### config.mk
export PLATFORM = sky130hd
export DESIGN_NAME = bert_rx_monitor
export DESIGN_NICKNAME = d
export VERILOG_FILES = /design/src/rtl/bert_pkg.sv /design/src/rtl/bert_prbs_sync.sv /design/src/rtl/bert_run_det.sv /design/src/rtl/bert_stat_regs.sv /design/src/rtl/bert_rx_monitor.sv
export SDC_FILE = /design/constraint.sdc
export NUM_CORES = 1
export LEC_CHECK = 0
export BUFFER_PORTS_ARGS = -buffer_cell sky130_fd_sc_hd__buf_4
export CORE_MARGIN = 3
export CORE_UTILIZATION = 45
export DETAILED_ROUTE_END_ITERATION = 10
export PLACE_DENSITY = 0.6
export SLEW_MARGIN = 0
export SYNTH_ARGS = -nofsm -noshare
export SYNTH_HDL_FRONTEND = slang
export SYNTH_HIERARCHICAL = 1
export SYNTH_SLANG_ARGS = --single-unit
export TNS_END_PERCENT = 10
### constraint.sdc
create_clock -name clk -period 5.3 [get_ports clk]
set_input_delay 0.795 -clock clk [delete_from_list [all_inputs] [get_ports clk]]
set_output_delay 0.795 -clock clk [all_outputs]
set_load 0.02 [all_outputs]
### src/rtl/bert_pkg.sv
package bert_pkg;
  localparam int STAT_W = 4;
  localparam int ADDR_W = 2;

  localparam logic [ADDR_W-1:0] ADDR_LIVE  = 2'd0;
  localparam logic [ADDR_W-1:0] ADDR_EVENT = 2'd1;
  localparam logic [ADDR_W-1:0] ADDR_MASK  = 2'd2;

  // bit 3 zeros, bit 2 ones, bit 1 hunting, bit 0 lock
  typedef struct packed {
    logic zeros;
    logic ones;
    logic los;
    logic sync;
  } bert_stat_t;

  localparam logic [STAT_W-1:0] STAT_RST = 4'b0010;

  typedef enum logic {HUNT = 1'b0, LOCKED = 1'b1} sync_state_t;
endpackage

### src/rtl/bert_prbs_sync.sv
module bert_prbs_sync
  import bert_pkg::*;
#(
  parameter int PRBS_LEN  = 15,
  parameter int TAP_A     = 15,
  parameter int TAP_B     = 14,
  parameter int QUAL_LEN  = 32,
  parameter int ERR_WIN   = 64,
  parameter int ERR_LIMIT = 6
) (
  input  logic clk,
  input  logic rst,
  input  logic bit_in,
  input  logic bit_vld,
  output logic in_sync,
  output logic lost
);
  localparam int MW = $clog2(QUAL_LEN + 1);
  localparam int EW = $clog2(ERR_WIN + 1);
  localparam logic [MW-1:0] QUAL_LAST = MW'(QUAL_LEN - 1);
  localparam logic [EW-1:0] ERR_LIM   = EW'(ERR_LIMIT);

  sync_state_t         state_q, state_n;
  logic [PRBS_LEN-1:0] sr_q, sr_n;
  logic [MW-1:0]       match_q, match_n;
  logic [ERR_WIN-1:0]  hist_q, hist_n;
  logic [EW-1:0]       ecnt_q, ecnt_n;
  logic                pred, mism;

  assign pred = sr_q[TAP_A-1] ^ sr_q[TAP_B-1];
  assign mism = bit_in ^ pred;

  always_comb begin
    state_n = state_q;
    sr_n    = sr_q;
    match_n = match_q;
    hist_n  = hist_q;
    ecnt_n  = ecnt_q;
    if (bit_vld) begin
      case (state_q)
        HUNT: begin
          sr_n = {sr_q[PRBS_LEN-2:0], bit_in};
          if (mism) begin
            match_n = '0;
          end else if (match_q == QUAL_LAST) begin
            state_n = LOCKED;
            match_n = '0;
          end else begin
            match_n = match_q + 1'b1;
          end
        end
        default: begin
          sr_n   = {sr_q[PRBS_LEN-2:0], pred};
          hist_n = {hist_q[ERR_WIN-2:0], mism};
          ecnt_n = ecnt_q + EW'(mism) - EW'(hist_q[ERR_WIN-1]);
          if (ecnt_n >= ERR_LIM) begin
            state_n = HUNT;
            match_n = '0;
            hist_n  = '0;
            ecnt_n  = '0;
          end
        end
      endcase
    end
  end

  always_ff @(posedge clk) begin
    if (rst) begin
      state_q <= HUNT;
      sr_q    <= '0;
      match_q <= '0;
      hist_q  <= '0;
      ecnt_q  <= '0;
      in_sync <= 1'b0;
      lost    <= 1'b1;
    end else begin
      state_q <= state_n;
      sr_q    <= sr_n;
      match_q <= match_n;
      hist_q  <= hist_n;
      ecnt_q  <= ecnt_n;
      in_sync <= (state_n == LOCKED);
      lost    <= (state_n == HUNT);
    end
  end


  los_complement_chk: assert property (@(posedge clk) disable iff (rst)
    lost != in_sync);


  lock_qual_chk: assert property (@(posedge clk) disable iff (rst)
    $rose(in_sync) |-> ($past(bit_vld) && $past(match_q) == QUAL_LAST));


  locked_err_chk: assert property (@(posedge clk) disable iff (rst)
    (state_q == LOCKED) |-> (ecnt_q < ERR_LIM));


  hold_sync_chk: assert property (@(posedge clk) disable iff (rst)
    !bit_vld |=> ($stable(sr_q) && $stable(match_q) && $stable(state_q)));
endmodule

### src/rtl/bert_run_det.sv
module bert_run_det #(
  parameter int RUN_LEN = 32,
  parameter bit POL     = 1'b1
) (
  input  logic clk,
  input  logic rst,
  input  logic bit_in,
  input  logic bit_vld,
  output logic run_hit
);
  localparam int CW = $clog2(RUN_LEN + 1);
  localparam logic [CW-1:0] RUN_MAX  = CW'(RUN_LEN);
  localparam logic [CW-1:0] RUN_LAST = CW'(RUN_LEN - 1);

  logic [CW-1:0] cnt_q;

  always_ff @(posedge clk) begin
    if (rst) begin
      cnt_q   <= '0;
      run_hit <= 1'b0;
    end else if (bit_vld) begin
      if (bit_in == POL) begin
        if (cnt_q != RUN_MAX) cnt_q <= cnt_q + 1'b1;
        if (cnt_q == RUN_LAST) run_hit <= 1'b1;
      end else begin
        cnt_q   <= '0;
        run_hit <= 1'b0;
      end
    end
  end


  run_release_chk: assert property (@(posedge clk) disable iff (rst)
    (bit_vld && bit_in != POL) |=> !run_hit);


  run_qual_chk: assert property (@(posedge clk) disable iff (rst)
    $rose(run_hit) |-> ($past(cnt_q) == RUN_LAST));


  run_hold_chk: assert property (@(posedge clk) disable iff (rst)
    !bit_vld |=> ($stable(cnt_q) && $stable(run_hit)));
endmodule

### src/rtl/bert_stat_regs.sv
module bert_stat_regs
  import bert_pkg::*;
(
  input  logic              clk,
  input  logic              rst,
  input  logic [STAT_W-1:0] live,
  input  logic [ADDR_W-1:0] reg_addr,
  input  logic              reg_wr,
  input  logic [STAT_W-1:0] reg_wdata,
  output logic [STAT_W-1:0] reg_rdata,
  output logic              irq
);
  logic [STAT_W-1:0] prev_q, evt_q, evt_n, mask_q, mask_n, rise, clr;

  always_comb begin
    rise   = live & ~prev_q;
    clr    = (reg_wr && reg_addr == ADDR_EVENT) ? reg_wdata : '0;
    evt_n  = (evt_q & ~clr) | rise;
    mask_n = (reg_wr && reg_addr == ADDR_MASK) ? reg_wdata : mask_q;
  end

  always_ff @(posedge clk) begin
    if (rst) begin
      prev_q    <= STAT_RST;
      evt_q     <= '0;
      mask_q    <= '0;
      irq       <= 1'b0;
      reg_rdata <= '0;
    end else begin
      prev_q <= live;
      evt_q  <= evt_n;
      mask_q <= mask_n;
      irq    <= |(evt_n & mask_n);
      case (reg_addr)
        ADDR_LIVE:  reg_rdata <= live;
        ADDR_EVENT: reg_rdata <= evt_q;
        ADDR_MASK:  reg_rdata <= mask_q;
        default:    reg_rdata <= '0;
      endcase
    end
  end


  set_wins_chk: assert property (@(posedge clk) disable iff (rst)
    (|rise) |=> ((evt_q & $past(rise)) == $past(rise)));


  w1c_chk: assert property (@(posedge clk) disable iff (rst)
    (reg_wr && reg_addr == ADDR_EVENT && rise == '0) |=> ((evt_q & $past(reg_wdata)) == '0));


  masked_quiet_chk: assert property (@(posedge clk) disable iff (rst)
    (mask_q == '0) |-> !irq);
endmodule

### src/rtl/bert_rx_monitor.sv
module bert_rx_monitor
  import bert_pkg::*;
#(
  parameter int PRBS_LEN  = 15,
  parameter int TAP_A     = 15,
  parameter int TAP_B     = 14,
  parameter int QUAL_LEN  = 32,
  parameter int ERR_WIN   = 64,
  parameter int ERR_LIMIT = 6,
  parameter int RUN_LEN   = 32
) (
  input  logic              clk,
  input  logic              rst,
  input  logic              rx_bit,
  input  logic              rx_valid,
  input  logic [ADDR_W-1:0] reg_addr,
  input  logic              reg_wr,
  input  logic [STAT_W-1:0] reg_wdata,
  output logic [STAT_W-1:0] reg_rdata,
  output logic              st_sync,
  output logic              st_los,
  output logic              st_ones,
  output logic              st_zeros,
  output logic              irq
);
  logic [1:0] run_hit;
  bert_stat_t live;

  bert_prbs_sync #(
    .PRBS_LEN(PRBS_LEN), .TAP_A(TAP_A), .TAP_B(TAP_B),
    .QUAL_LEN(QUAL_LEN), .ERR_WIN(ERR_WIN), .ERR_LIMIT(ERR_LIMIT)
  ) u_sync (
    .clk(clk), .rst(rst), .bit_in(rx_bit), .bit_vld(rx_valid),
    .in_sync(st_sync), .lost(st_los)
  );

  // index 0 watches zeros, index 1 watches ones
  for (genvar g = 0; g < 2; g++) begin : g_run
    bert_run_det #(.RUN_LEN(RUN_LEN), .POL(g[0])) u_run (
      .clk(clk), .rst(rst), .bit_in(rx_bit), .bit_vld(rx_valid),
      .run_hit(run_hit[g])
    );
  end

  assign st_zeros = run_hit[0];
  assign st_ones  = run_hit[1];

  always_comb begin
    live.zeros = st_zeros;
    live.ones  = st_ones;
    live.los   = st_los;
    live.sync  = st_sync;
  end

  bert_stat_regs u_regs (
    .clk(clk), .rst(rst), .live(live), .reg_addr(reg_addr), .reg_wr(reg_wr),
    .reg_wdata(reg_wdata), .reg_rdata(reg_rdata), .irq(irq)
  );


  ones_zeros_excl_chk: assert property (@(posedge clk) disable iff (rst)
    !(st_ones && st_zeros));
endmodule

==> summary.txt, run 1 <==
Part of the cycle the worst path needs: 0.717
Half-perimeter wire length of the detailed placement result: 5970 um
Routed wire length per instance: 13.5 um
Post-cts hold buffer count: 0
Core Util, Final: 0.514
Antenna violations before repair: 0
Worst-path maximum fanout: 64
Wire length of the first global-routing pass: 18500 um
Final total negative setup slack: 0 ns
Clock tree from TritonCTS: built
Total number of yosys warnings: 6
Slew at the pin closest to its max-slew limit: 0.812 ns
Fraction of final layout cells with drive strength greater than 1: 0.125
Number of sinks on the clock net: 125
Critical path type: in2reg
Endpoint kind of the worst setup timing path: flop
Share of synthesized area occupied by flip-flops and latches: 0.441
Die span in y: 118 um
Initial DRC Count: 389
Hold slack final: 0.449 ns
Net total in the final layout: 634
Area of the core: 12200 um2
FFs w/ async S/R, synth: 0
Number of cells upsized or downsized after cts: 0
Syn Std Cell Area: 5670 um2
Number of buffers added by the clock tree synthesis step: 17
Clock transition at path regs: 0.06 ns
Detailed-router iteration count before antenna repair: 4
Initial Utilization: 0.466
Syn Area/Cell: 9.19 um2
EDFF count, synth: 0
Synth cell types: 66
Instance count of the mapped netlist: 617
Layout-stage area growth over the synthesis result: 10.3%
Required time of the critical path: 5.64 ns
Unrepaired setup endpoints after global routing: no
Total grt overflow: 0
Later-pin clock latency in the skew report: 0.41 ns
Commonest non-fill, non-tap cells in the layout: sky130_fd_sc_hd__dfxtp_1 (125), sky130_fd_sc_hd__a21oi_1 (80), sky130_fd_sc_hd__nand2_1 (74)
Die width: 118 um
Drt total wl: 10700 um
Input/output buffers: 19
Kind of start point of the critical path: input pin
Worst ir drop on vdd: 202 uV
GR Util All Layers: 0.158
Max-slew violation total from the final report: 0
Count of state elements after synthesis: 125
Fin. Hold Viols: 0
Ant diodes: 0
Final critical path time including I/O delays and setup: 3.80 ns
Maximum capacitance violations: 0
Most instantiated flip-flop cell in the synthesis netlist: sky130_fd_sc_hd__dfxtp_1
Cell area reported after detailed placement: 5650 um2
Status: finished clean
Worst relative slew slack: 0.458
Clk buf depth: 2
Pwr dens: 349 nW/um2
Leakage: 2.23 nW
Total of endpoints with negative setup slack in the final report: 0
Total Die Area: 14000 um2
Vias/cell: 5.47
Most common library cell in the layout ignoring fill and taps: sky130_fd_sc_hd__dfxtp_1
Crit path DAT: 4.14 ns
Number of nets with antenna violations after detailed routing: 0
Number of ports placed on the die boundary: 20
Number of remaining DRC errors: 0
Worst Skew: 0.00619 ns
Total number of H-tree levels: 4
Via count of the first global-routing pass: 4075
Clk root buf: sky130_fd_sc_hd__clkbuf_16
Via Count: 4329
Row cnt: 40
Peak Freq: 263 MHz
Final cell area excluding filler cells: 6250 um2
Type of the most critical hold path: reg2reg
Setup Fix Bufs, Post-CTS: 0
Syn Nets: 641
Gp weighted congestion: 0.800
Largest net degree at the start of global routing: 80
-- flip-flops by register name, indices dropped and copies added, names as in the netlist, named ones only --
signal	count
g_run.u_run/cnt_q	12
g_run.u_run/run_hit	2
u_regs/evt_q	4
u_regs/irq	1
u_regs/mask_q	4
u_regs/prev_q	4
u_regs/reg_rdata	4
u_sync/ecnt_q	7
u_sync/hist_q	64
u_sync/lost	1
u_sync/match_q	6
u_sync/sr_q	15
-- report_power, final --
part	internal [mW]	switching (mW)	leakage (nW)
logic	0.0228	0.0421	0.929
clock network	0.763	0.407	0.290
registers	0.945	0.00304	1.01
total	1.73	0.452	2.23
-- cell usage after synthesis, types with 3 or more instances --
master	number	share of area
sky130_fd_sc_hd__nand2_1	75	0.050
sky130_fd_sc_hd__a311oi_1	3	0.0046
sky130_fd_sc_hd__nor2_1	42	0.028
sky130_fd_sc_hd__buf_12	6	0.021
sky130_fd_sc_hd__o32ai_1	5	0.0077
sky130_fd_sc_hd__or4b_1	4	0.0071
sky130_fd_sc_hd__xor2_1	3	0.0046
sky130_fd_sc_hd__o21ai_1	3	0.0026
sky130_fd_sc_hd__nand2b_1	5	0.0055
sky130_fd_sc_hd__clkbuf_1	22	0.015
sky130_fd_sc_hd__a31oi_1	6	0.0066
sky130_fd_sc_hd__nand3_1	9	0.0079
sky130_fd_sc_hd__nand4_1	66	0.073
sky130_fd_sc_hd__or3_1	3	0.0033
sky130_fd_sc_hd__nor2b_1	11	0.012
sky130_fd_sc_hd__nand3b_1	3	0.0040
sky130_fd_sc_hd__nor3b_1	3	0.0040
sky130_fd_sc_hd__dfxtp_1	125	0.44
sky130_fd_sc_hd__inv_1	24	0.016
sky130_fd_sc_hd__ha_1	12	0.026
sky130_fd_sc_hd__o21ai_0	4	0.0035
sky130_fd_sc_hd__mux2i_1	27	0.048
sky130_fd_sc_hd__a211oi_1	3	0.0040
sky130_fd_sc_hd__nor3_1	5	0.0044
sky130_fd_sc_hd__a221oi_1	4	0.0062
sky130_fd_sc_hd__buf_6	16	0.032
sky130_fd_sc_hd__a21oi_1	80	0.071
-- path summary, 6_finish.rpt --
path | from | to | slack (ns) | depth (start not counted)
max reg2reg | u_sync/sr_q[14] | u_sync/hist_q[19] | 1.59 | 14
max | rx_bit | u_sync/hist_q[19] | 1.50 | 14
min reg2reg | u_sync/hist_q[31] | u_sync/hist_q[31] | 0.45 | 2
min | u_sync/hist_q[31] | u_sync/hist_q[31] | 0.45 | 2
-- stage by stage --
| stage | power [mW] | worst slack (ns) | std cells |
|---|---|---|---|
| 3_5_place_dp | 1.03 | 1.12 | 759 |
| 2_1_floorplan | 1.02 | 2.06 | 617 |
| 4_1_cts | 2.22 | 1.53 | 791 |
| 6_report | 2.18 | 1.50 | 791 |
| 5_1_grt | 2.26 | 1.25 | 791 |
| 3_3_place_gp | 1.03 | 1.21 | 759 |
-- routing by layer --
metal | GRT usage | routed length (um) | share of wire | vias up
li1 | - | - | - | 2206
met1 | 0.194 | 5110 | 0.48 | 2055
met2 | 0.257 | 5050 | 0.47 | 57
met3 | 0.0474 | 350 | 0.033 | 11
met4 | 0.0667 | 148 | 0.014 | 0
met5 | 0 | 0 | 0 | -
-- cell type report --
| class | count | area [um2] |
|---|---|---|
| Fill cell | 1121 | 5910 |
| Clock buffer | 22 | 464 |
| Tap cell | 168 | 210 |
| Multi-Input combinational cell | 418 | 2670 |
| Clock inverter | 10 | 138 |
| Sequential cell | 125 | 2500 |
| Timing Repair Buffer | 24 | 180 |
| Inverter | 24 | 90.1 |
-- critical path, cell delays in order --
cell,delay (ns)
sky130_fd_sc_hd__buf_4,0.24
sky130_fd_sc_hd__xor2_2,0.25
sky130_fd_sc_hd__ha_1,0.28
sky130_fd_sc_hd__inv_1,0.06
sky130_fd_sc_hd__ha_1,0.17
sky130_fd_sc_hd__inv_1,0.06
sky130_fd_sc_hd__fa_1,0.39
sky130_fd_sc_hd__nand2b_1,0.17
sky130_fd_sc_hd__a21oi_1,0.28
sky130_fd_sc_hd__o32ai_1,0.17
sky130_fd_sc_hd__a311oi_4,0.27
sky130_fd_sc_hd__buf_4,0.60
sky130_fd_sc_hd__nand4_1,0.18
sky130_fd_sc_hd__a21oi_1,0.19
-- cells by family (layout without fill, tap and decap cells) --
logic type / count (synthesis) / count (layout) / share of synthesized area
fa+ha+maj: 13 / 13 / 0.0300
compound gates: 129 / 129 / 0.146
xor+xnor: 6 / 6 / 0.0132
flops: 125 / 125 / 0.441
simple gates: 243 / 243 / 0.231
buf+inv: 74 / 80 / 0.0907
mux: 27 / 27 / 0.0477
(Power assumes the default switching activity.)
==> run 2: changes to the inputs <==
Clock period 5.3 ns to 3.95 ns, I/O delays scaled along.
==> summary.txt, run 2 (same netlist as run 1, synthesis figures left out) <==
Status: finished clean
Critical path's slowest cell: sky130_fd_sc_hd__fa_1
Pwr dens: 445 nW/um2
Row cnt: 40
Gp weighted congestion: 0.803
Input/output buffers: 19
Detailed-router iteration count before antenna repair: 4
Type of the most critical hold path: reg2reg
Unrepaired setup endpoints after global routing: no
Number of sinks on the clock net: 125
Commonest non-fill, non-tap cells in the layout: sky130_fd_sc_hd__dfxtp_1 (125), sky130_fd_sc_hd__a21oi_1 (80), sky130_fd_sc_hd__nand2_1 (74)
Peak Freq: 285 MHz
Worst-path cell chain: xnor2_2 -> xor2_2 -> ha_1 -> inv_1 -> ha_1 -> inv_1 -> fa_1 -> nand2b_1 -> a21oi_1 -> o32ai_1 -> a311oi_4 -> buf_4 -> nand4_1 -> a21oi_1
Total number of H-tree levels: 4
Ant diodes: 0
Total of endpoints with negative setup slack in the final report: 0
Maximum capacitance violations: 0
Part of the cycle the worst path needs: 0.888
Fraction of final layout cells with drive strength greater than 1: 0.129
Endpoint kind of the worst setup timing path: flop
Area of the core: 12200 um2
Clock transition at path regs: 0.06 ns
Post-route non-filler standard cell count: 794
Later-pin clock latency in the skew report: 0.41 ns
Hold slack final: 0.449 ns
Worst relative slew slack: 0.398
Top register by number of flip-flops: u_sync/hist_q
Number of buffers added by the clock tree synthesis step: 17
Via Count: 4384
Number of ports placed on the die boundary: 20
Clk buf depth: 2
Clock tree from TritonCTS: built
Critical path type: reg2reg
Total grt overflow: 0
GR Util All Layers: 0.158
Vias/cell: 5.52
Worst Skew: 0.00955 ns
Placed insts: 763
Flip-flop count of the largest register after layout: 64
Via count of the first global-routing pass: 4040
Critical path's largest stage delay: 0.39 ns
Leakage: 2.22 nW
Routed wire length per instance: 13.5 um
Die span in y: 118 um
Number of cells upsized or downsized after cts: 0
Kind of start point of the critical path: flop
Total Die Area: 14000 um2
Number of nets with antenna violations after detailed routing: 0
Power Total: 2.78 mW
Drt total wl: 10700 um
Initial Utilization: 0.466
Final critical path time including I/O delays and setup: 3.51 ns
Worst ir drop on vdd: 274 uV
Final total negative setup slack: 0 ns
Max-slew violation total from the final report: 0
Worst-path maximum fanout: 31
Number of remaining DRC errors: 0
Most common library cell in the layout ignoring fill and taps: sky130_fd_sc_hd__dfxtp_1
Required time of the critical path: 4.29 ns
Largest registers in the final layout: u_sync/hist_q x64, u_sync/sr_q x15, g_run.u_run/cnt_q x12
Initial DRC Count: 431
Layout-stage area growth over the synthesis result: 10.2%
Largest net degree at the start of global routing: 90
Half-perimeter wire length of the detailed placement result: 6190 um
Crit path DAT: 3.85 ns
Slew at the pin closest to its max-slew limit: 0.903 ns
Post-cts hold buffer count: 0
Setup Fix Bufs, Post-CTS: 0
Antenna violations before repair: 0
Fin. Hold Viols: 0
Clk root buf: sky130_fd_sc_hd__clkbuf_16
Wire length of the first global-routing pass: 18600 um
Net total in the final layout: 638
Die width: 118 um
-- run 2: worst paths after layout --
check,from,to,slack (ns),depth (start not counted)
hold reg to reg,u_sync/hist_q[55],u_sync/hist_q[55],0.45,2
setup reg to reg,u_sync/sr_q[14],u_sync/hist_q[11],0.44,14
hold / removal,u_sync/hist_q[55],u_sync/hist_q[55],0.45,2
setup / recovery,u_sync/sr_q[14],u_sync/hist_q[11],0.44,14
-- run 2: cell type report --
class                   instances  area, um2
multi-input cells             418       2670
well taps                     168        210
clock buffers                  21        450
fillers                      1138       5910
inverters                      24       90.1
repair buffers                 28        235
flip-flops and latches        125       2500
clock inverters                10       92.6
-- run 2: metrics by stage --
| step | worst slack (ns) | cell area, um2 | utilization |
|---|---|---|---|
| after floorplan | 0.916 | 5670 | - |
| after global placement | 0.335 | 5710 | 0.469 |
| after detailed placement | 0.288 | 5710 | 0.469 |
| after CTS | 0.408 | 6250 | 0.514 |
| after global routing | 0.133 | 6250 | 0.514 |
| final | 0.441 | 6250 | 0.514 |
-- run 2: critical path: cells and delay by family, from the launching register on --
kind | cells | cell delay (ns)
compound gates | 4 | 0.95
fa+ha+maj | 3 | 0.83
buf+inv | 3 | 0.51
xor+xnor | 2 | 0.47
flops | 1 | 0.33
simple gates | 2 | 0.33
-- run 2: per-layer routing --
layer | vias up | part of all wire | GRT usage
li1 | 2217 | - | -
met1 | 2077 | 0.47 | 0.196
met2 | 76 | 0.47 | 0.252
met3 | 14 | 0.044 | 0.0522
met4 | 0 | 0.017 | 0.0681
met5 | - | 0 | 0
-- run 2: where the power goes --
group	leakage, nW	switching, mW	internal [mW]
logic	0.955	0.0567	0.0313
registers	1.01	0.00411	1.27
clock network	0.255	0.546	0.876
